### src/rtl/dcdc_pwm_pkg.sv
package dcdc_pwm_pkg;

    // Per-channel controller states
    typedef enum logic [1:0] {
        CH_OFF   = 2'd0,  // ratio zero, counter frozen
        CH_HOLD  = 2'd1,  // period running with feedback low: inactive
        CH_MARK  = 2'd2,  // active part of the period
        CH_SPACE = 2'd3   // inactive tail of the period
    } ch_state_e;

endpackage

### src/rtl/dcdc_fb_sync.sv
module dcdc_fb_sync #(
    parameter int W      = 2,
    parameter int STAGES = 2
) (
    input  logic         clk,
    input  logic         rst_n,
    input  logic [W-1:0] async_i,
    output logic [W-1:0] sync_o
);

    logic [W-1:0] stage_q [STAGES];

    always_ff @(posedge clk or negedge rst_n) begin
        if (!rst_n) begin
            for (int i = 0; i < STAGES; i++) begin
                stage_q[i] <= '0;
            end
        end else begin
            stage_q[0] <= async_i;
            for (int i = 1; i < STAGES; i++) begin
                stage_q[i] <= stage_q[i-1];
            end
        end
    end

    assign sync_o = stage_q[STAGES-1];

endmodule

### src/rtl/dcdc_pwm_cfg.sv
module dcdc_pwm_cfg #(
    parameter int NCH     = 2,
    parameter int RATIO_W = 4,
    localparam int WORD_W = NCH * RATIO_W
) (
    input  logic              clk,
    input  logic              rst_n,
    input  logic              we_i,
    input  logic [WORD_W-1:0] wdata_i,
    input  logic [NCH-1:0]    pin_i,
    output logic [WORD_W-1:0] ratio_o,
    output logic [NCH-1:0]    pol_o
);

    logic [WORD_W-1:0] ratio_q;
    logic [NCH-1:0]    pol_q;

    // Ratio word: cleared by reset, so every channel starts off
    always_ff @(posedge clk or negedge rst_n) begin
        if (!rst_n) begin
            ratio_q <= '0;
        end else if (we_i) begin
            ratio_q <= wdata_i;
        end
    end

    // Drive sense follows the pin level on every clock while reset is low
    // and freezes when reset rises. A high pin means an active-low drive.
    always_ff @(posedge clk) begin
        if (!rst_n) begin
            pol_q <= pin_i;
        end
    end

    assign ratio_o = ratio_q;
    assign pol_o   = pol_q;

    // the sense is fixed outside reset
    p_pol_frozen_r5: assert property (@(posedge clk) disable iff (!rst_n)
        rst_n |=> $stable(pol_q));

endmodule

### src/rtl/dcdc_pwm_chan.sv
module dcdc_pwm_chan
    import dcdc_pwm_pkg::*;
#(
    parameter int RATIO_W = 4
) (
    input  logic               clk,
    input  logic               rst_n,
    input  logic               tick_i,
    input  logic [RATIO_W-1:0] ratio_i,
    input  logic               fb_i,
    input  logic               pol_i,
    output logic               drv_o
);

    localparam logic [RATIO_W-1:0] ONE  = RATIO_W'(1);
    localparam logic [RATIO_W-1:0] LAST = '1;

    ch_state_e          state_q, state_n;
    logic [RATIO_W-1:0] cnt_q, cnt_n;
    logic [RATIO_W-1:0] duty_q, duty_n;
    logic               enabled;
    logic               gtick;
    logic               restart;

    // A zero ratio masks the tick that feeds the counter
    assign enabled = (ratio_i != '0);
    assign gtick   = tick_i && enabled;
    assign restart = gtick && ((state_q == CH_OFF) || (cnt_q == LAST));

    // Next-state and counter logic
    always_comb begin
        state_n = state_q;
        cnt_n   = cnt_q;
        duty_n  = duty_q;
        if (restart) begin
            state_n = fb_i ? CH_MARK : CH_HOLD;
            cnt_n   = '0;
            duty_n  = ratio_i;
        end else if (gtick) begin
            cnt_n = cnt_q + ONE;
            unique case (state_q)
                CH_MARK: begin
                    if ((cnt_q + ONE) == duty_q) begin
                        state_n = CH_SPACE;
                    end
                end
                CH_SPACE: state_n = CH_SPACE;
                CH_HOLD:  state_n = CH_HOLD;
                CH_OFF:   state_n = CH_OFF;
                default:  state_n = CH_OFF;
            endcase
        end
        if (!enabled) begin
            state_n = CH_OFF;
            cnt_n   = '0;
        end
    end

    // State register
    always_ff @(posedge clk or negedge rst_n) begin
        if (!rst_n) begin
            state_q <= CH_OFF;
            cnt_q   <= '0;
            duty_q  <= '0;
        end else begin
            state_q <= state_n;
            cnt_q   <= cnt_n;
            duty_q  <= duty_n;
        end
    end

    // Output: only MARK drives the active level
    always_comb begin
        drv_o = pol_i;
        unique case (state_q)
            CH_MARK:  drv_o = ~pol_i;
            CH_OFF,
            CH_HOLD,
            CH_SPACE: drv_o = pol_i;
            default:  drv_o = pol_i;
        endcase
    end

    // zero ratio turns the channel off
    p_zero_off_r3: assert property (@(posedge clk) disable iff (!rst_n)
        (ratio_i == '0) |=> (state_q == CH_OFF));
    // the mark never outlasts the latched duty
    p_mark_bound_r2: assert property (@(posedge clk) disable iff (!rst_n)
        (state_q == CH_MARK) |-> (cnt_q < duty_q));
    // the last tick of a period is never in the mark
    p_last_tick_idle_r6: assert property (@(posedge clk) disable iff (!rst_n)
        (state_q == CH_MARK) |-> (cnt_q != LAST));
    // low feedback at a period start holds the whole period inactive
    p_fb_gate_r4: assert property (@(posedge clk) disable iff (!rst_n)
        (restart && !fb_i) |=> (state_q == CH_HOLD));
    // no tick, no counter movement
    p_no_tick_r7: assert property (@(posedge clk) disable iff (!rst_n)
        (!tick_i && enabled) |=> $stable(cnt_q));
    // the duty only changes at a period start
    p_duty_boundary_r8: assert property (@(posedge clk) disable iff (!rst_n)
        (!restart) |=> $stable(duty_q));

endmodule

### src/rtl/dcdc_pwm_drv.sv
module dcdc_pwm_drv #(
    parameter int NCH     = 2,
    parameter int RATIO_W = 4,
    parameter int SYNC_N  = 2
) (
    input  logic                     clk,
    input  logic                     rst_n,
    input  logic                     tick_en,
    input  logic                     cfg_we,
    input  logic [NCH*RATIO_W-1:0]   cfg_wdata,
    input  logic [NCH-1:0]           fb_in,
    input  logic [NCH-1:0]           pin_sample,
    output logic [NCH-1:0]           drv_out
);

    localparam int WORD_W = NCH * RATIO_W;

    logic [WORD_W-1:0] ratio_w;
    logic [NCH-1:0]    pol_w;
    logic [NCH-1:0]    fb_sync_w;

    dcdc_pwm_cfg #(
        .NCH     (NCH),
        .RATIO_W (RATIO_W)
    ) u_cfg (
        .clk     (clk),
        .rst_n   (rst_n),
        .we_i    (cfg_we),
        .wdata_i (cfg_wdata),
        .pin_i   (pin_sample),
        .ratio_o (ratio_w),
        .pol_o   (pol_w)
    );

    dcdc_fb_sync #(
        .W      (NCH),
        .STAGES (SYNC_N)
    ) u_fb_sync (
        .clk     (clk),
        .rst_n   (rst_n),
        .async_i (fb_in),
        .sync_o  (fb_sync_w)
    );

    for (genvar g = 0; g < NCH; g++) begin : g_ch
        dcdc_pwm_chan #(
            .RATIO_W (RATIO_W)
        ) u_chan (
            .clk     (clk),
            .rst_n   (rst_n),
            .tick_i  (tick_en),
            .ratio_i (ratio_w[g*RATIO_W +: RATIO_W]),
            .fb_i    (fb_sync_w[g]),
            .pol_i   (pol_w[g]),
            .drv_o   (drv_out[g])
        );
    end

endmodule

### config.mk
export PLATFORM = sky130hd
export DESIGN_NAME = dcdc_pwm_drv
export DESIGN_NICKNAME = d
export VERILOG_FILES = /design/src/rtl/dcdc_pwm_pkg.sv /design/src/rtl/dcdc_fb_sync.sv /design/src/rtl/dcdc_pwm_cfg.sv /design/src/rtl/dcdc_pwm_chan.sv /design/src/rtl/dcdc_pwm_drv.sv
export SDC_FILE = /design/constraint.sdc
export NUM_CORES = 1
export LEC_CHECK = 0
export BUFFER_PORTS_ARGS = -buffer_cell sky130_fd_sc_hd__buf_4
export CAP_MARGIN = 25
export CORE_MARGIN = 4
export CORE_UTILIZATION = 57
export CTS_CLUSTER_SIZE = 40
export DETAILED_ROUTE_END_ITERATION = 8
export PLACE_DENSITY = 0.8
export SETUP_SLACK_MARGIN = 0.1
export SYNTH_ARGS = -nofsm -noshare
export SYNTH_HDL_FRONTEND = slang
export SYNTH_HIERARCHICAL = 1
export SYNTH_SLANG_ARGS = --single-unit
### constraint.sdc
create_clock -name clk -period 1.76 [get_ports clk]
set_input_delay 0.088 -clock clk [delete_from_list [all_inputs] [get_ports clk]]
set_output_delay 0.088 -clock clk [all_outputs]
set_load 0.01 [all_outputs]
==> metrics.txt <==
status=finished, final reports clean; leakage=0.000892 µW; Startpoint Class=register; final period demand of the worst path=1.54 ns; Overflow after GRT=0; first drt pass iteration count=5; TNS Setup=0 ns; slowest stage delay, CP=0.43 ns; Port Buffers=17; fraction of registers with async set/reset=0.941; fill count=185; Syn Area/Cell=12.0 µm²; CP Capture Type=register; nets=190; Yosys cell types=31; crit-path cells=ha_1 > nand3_2 > o21ai_2 > nand3b_2 > a32o_2; Routed WL=3150 µm; Via-to-Cell Ratio=6.00; CTS clock-pin slew for the worst setup and hold paths=0.11 ns; total power divided by cell area=1480 nW/µm²; # Max-Cap Violations=0; sequential area share after synthesis=0.504; Worst setup startpoint=g_ch[1].u_chan/cnt_q[0]$_DFFE_PN0P_; Crit Path Class=register to register; Yosys Warn Count=6; 1st-iter DRT viols=36; cts bufs inserted=5; area grow syn2layout=20.9%; worst-skew pair later-pin latency=0.34 ns; final max-slew violation count=0; Post-Synthesis Cell Area=1710 µm²; DP Wirelength=1950 µm; TritonCTS clock tree=yes; row count=19; GR Util All Layers=0.185; Hold Crit Class=input port to register; Root Driver=clkbuf_4; Data arrival, critical path=1.77 ns; Layout Skew=0.00801 ns; critical path required time=1.99 ns; hold_sp=cfg_we; CTS max path bufs=2; Antenna Nets Post-Route=0; DRC Markers=0; RSZ-0062 raised after global routing=false; Clock Sinks=34; # IOs=18; Achievable Freq=0.650 GHz; vias=1223; core area=2810 µm²; number of flops mapped to enable cells by yosys=2; Final Cycle Share=0.874; headroom to the max-slew limit=0.736; IR Drop Worst-Case VDD=0.00104 V; vias in the first global route=1208; Mapped Cells=142; H-tree levels=2; r2r startpoint=g_ch[1].u_chan/cnt_q[0]$_DFFE_PN0P_; CP max-delay cell=dfrtp_1; final setup fails=0; final hold slack=0.138 ns; Worst-Margin Slew=0.396 ns; DIE HEIGHT=62.8 µm; Post-CTS Repair Setup Buffers=0; # diodes=0; CP top delay family=flip-flops; Routed wire per std cell=15.4 µm; ratio of cells with drive above 1 in the final layout=0.295; Total Die Area=3940 µm²; starting density of the core=0.609; largest net degree at the start of global routing=34; GP Congestion=0.810; Die Wd=62.8 µm; first-pass GRT wire length=5710 µm; worst-path fanout max=6; #FFs+latches synth=34; initial antenna violation count=0; Final Hold Viols=0; worst path bufs/invs=0; syn_nets=160; Most used DFF post-synth=dfrtp_1
-- path summary, 6_finish.rpt --
path	endpoint	slack (ns)	cells past startpoint
max reg2reg	g_ch[1].u_chan/duty_q[3]$_DFFE_PN0P_	0.22	5
min in group asynchronous	g_ch[0].u_chan/state_q[1]$_DFFE_PN0P_	0.21	2
min	u_cfg/ratio_o[1]$_DFFE_PN0P_	0.14	2
max in group asynchronous	u_cfg/ratio_o[6]$_DFFE_PN0P_	1.25	2
max	g_ch[1].u_chan/duty_q[3]$_DFFE_PN0P_	0.22	5
min reg2reg	u_fb_sync/sync_o[1]$_DFF_PN0_	0.36	0
-- placed cells by master, fill, tap and decap left out, types with 2 or more instances in the layout --
cell type,Yosys,layout
ha_1,2,2
nand3_2,2,2
dfrtp_1,32,32
o21ai_0,2,2
nand4b_1,2,2
mux2_4,8,8
o21ai_1,2,2
nor2_1,8,8
nand3b_1,2,2
nand3b_2,2,2
nor3_1,4,4
nor4_4,2,2
nand2_1,2,2
a32o_1,2,2
o21ai_2,2,2
dlygate4sd3_1,0,13
edfxtp_1,2,2
a32o_2,6,6
o22ai_1,2,2
nand2b_1,8,8
a31oi_1,4,4
xnor2_1,10,10
nand4_1,2,2
buf_4,2,19
clkbuf_4,0,5
a21oi_1,12,12
xor2_1,4,4
a31oi_2,2,2
nand3_1,4,4
nor3b_1,2,2
-- through the flow --
stage	setup slack (ns)	cell area [µm²]	total power (µW)	util	cells
2_1_floorplan	0.414	1710	2150	-	142
3_3_place_gp	0.337	1830	2310	0.654	183
3_5_place_dp	0.274	1830	2360	0.654	183
4_1_cts	0.246	2070	3050	0.736	204
5_1_grt	0.120	2070	3280	0.736	204
6_report	0.221	2070	3050	0.736	204
-- what timing repair did --
item | 4_1_cts | 5_1_grt
gates resized for setup | 0 | 0
hold buffers | 13 | 0
endpoints found under the hold margin | 44 | 0
-- cells by family (layout without fill, tap and decap cells) --
group | after synthesis | count (layout) | synth area share
xor gates and xnor gates | 14 | 14 | 0.0717
buffers and inverters | 10 | 41 | 0.0351
and+or+nand+nor | 40 | 40 | 0.160
adders and majority gates | 2 | 2 | 0.0146
muxes | 8 | 8 | 0.0703
AOI/OAI and AO/OA | 34 | 34 | 0.145
DFF | 34 | 34 | 0.504
-- flip-flops by register name, summed over array words and instances, names as in the netlist --
name and flops:
g_ch.u_chan/state_q 4, g_ch.u_chan/duty_q 8, u_fb_sync/sync_o 2, g_ch.u_chan/cnt_q 8, u_fb_sync/stage_q 2, u_cfg/ratio_o 8
u_cfg/pol_o 2
-- final cells by class --
| class | instances | area (µm²) | area share |
|---|---|---|---|
| inverters | 1 | 3.75 | 0.00182 |
| well taps | 31 | 38.8 | 0.0188 |
| clock inverters | 2 | 38.8 | 0.0188 |
| clock buffers | 6 | 62.6 | 0.0303 |
| repair buffers | 32 | 273 | 0.132 |
| multi-input cells | 98 | 788 | 0.382 |
| flip-flops and latches | 34 | 861 | 0.417 |
-- power breakdown --
group	switching [µW]	leakage (µW)	internal [µW]
sequential	334	0.000403	1030
combinational	451	0.000435	572
clock	274	0.0000536	387
total	1060	0.000892	1990
-- worst reg2reg max path: stages, from the launching register on --
cell and delay, ns:
dfrtp_1 0.43, ha_1 0.33, nand3_2 0.14, o21ai_2 0.14, nand3b_2 0.15, a32o_2 0.24
-- synthesized netlist by cell type, drive strengths merged, types with 4 or more instances --
cell / n / area share
mux2: 8 / 0.070
o21ai: 6 / 0.022
nor2: 8 / 0.018
nor3: 4 / 0.012
a32o: 8 / 0.051
nand3b: 4 / 0.022
xor2: 4 / 0.020
nand3: 6 / 0.023
a31oi: 6 / 0.029
nand2b: 8 / 0.029
dfrtp: 32 / 0.47
buf: 9 / 0.033
xnor2: 10 / 0.051
a21oi: 12 / 0.035
-- routing by layer --
| layer | part of all wire | track usage | wire [µm] | up-vias |
|---|---|---|---|---|
| li1 | - | - | - | 581 |
| met1 | 0.45 | 0.243 | 1420 | 592 |
| met2 | 0.47 | 0.292 | 1470 | 48 |
| met3 | 0.074 | 0.0683 | 233 | 2 |
| met4 | 0.0067 | 0.0468 | 21 | 0 |
| met5 | 0 | 0 | 0 | - |
Power figures use the tool's default switching activity.
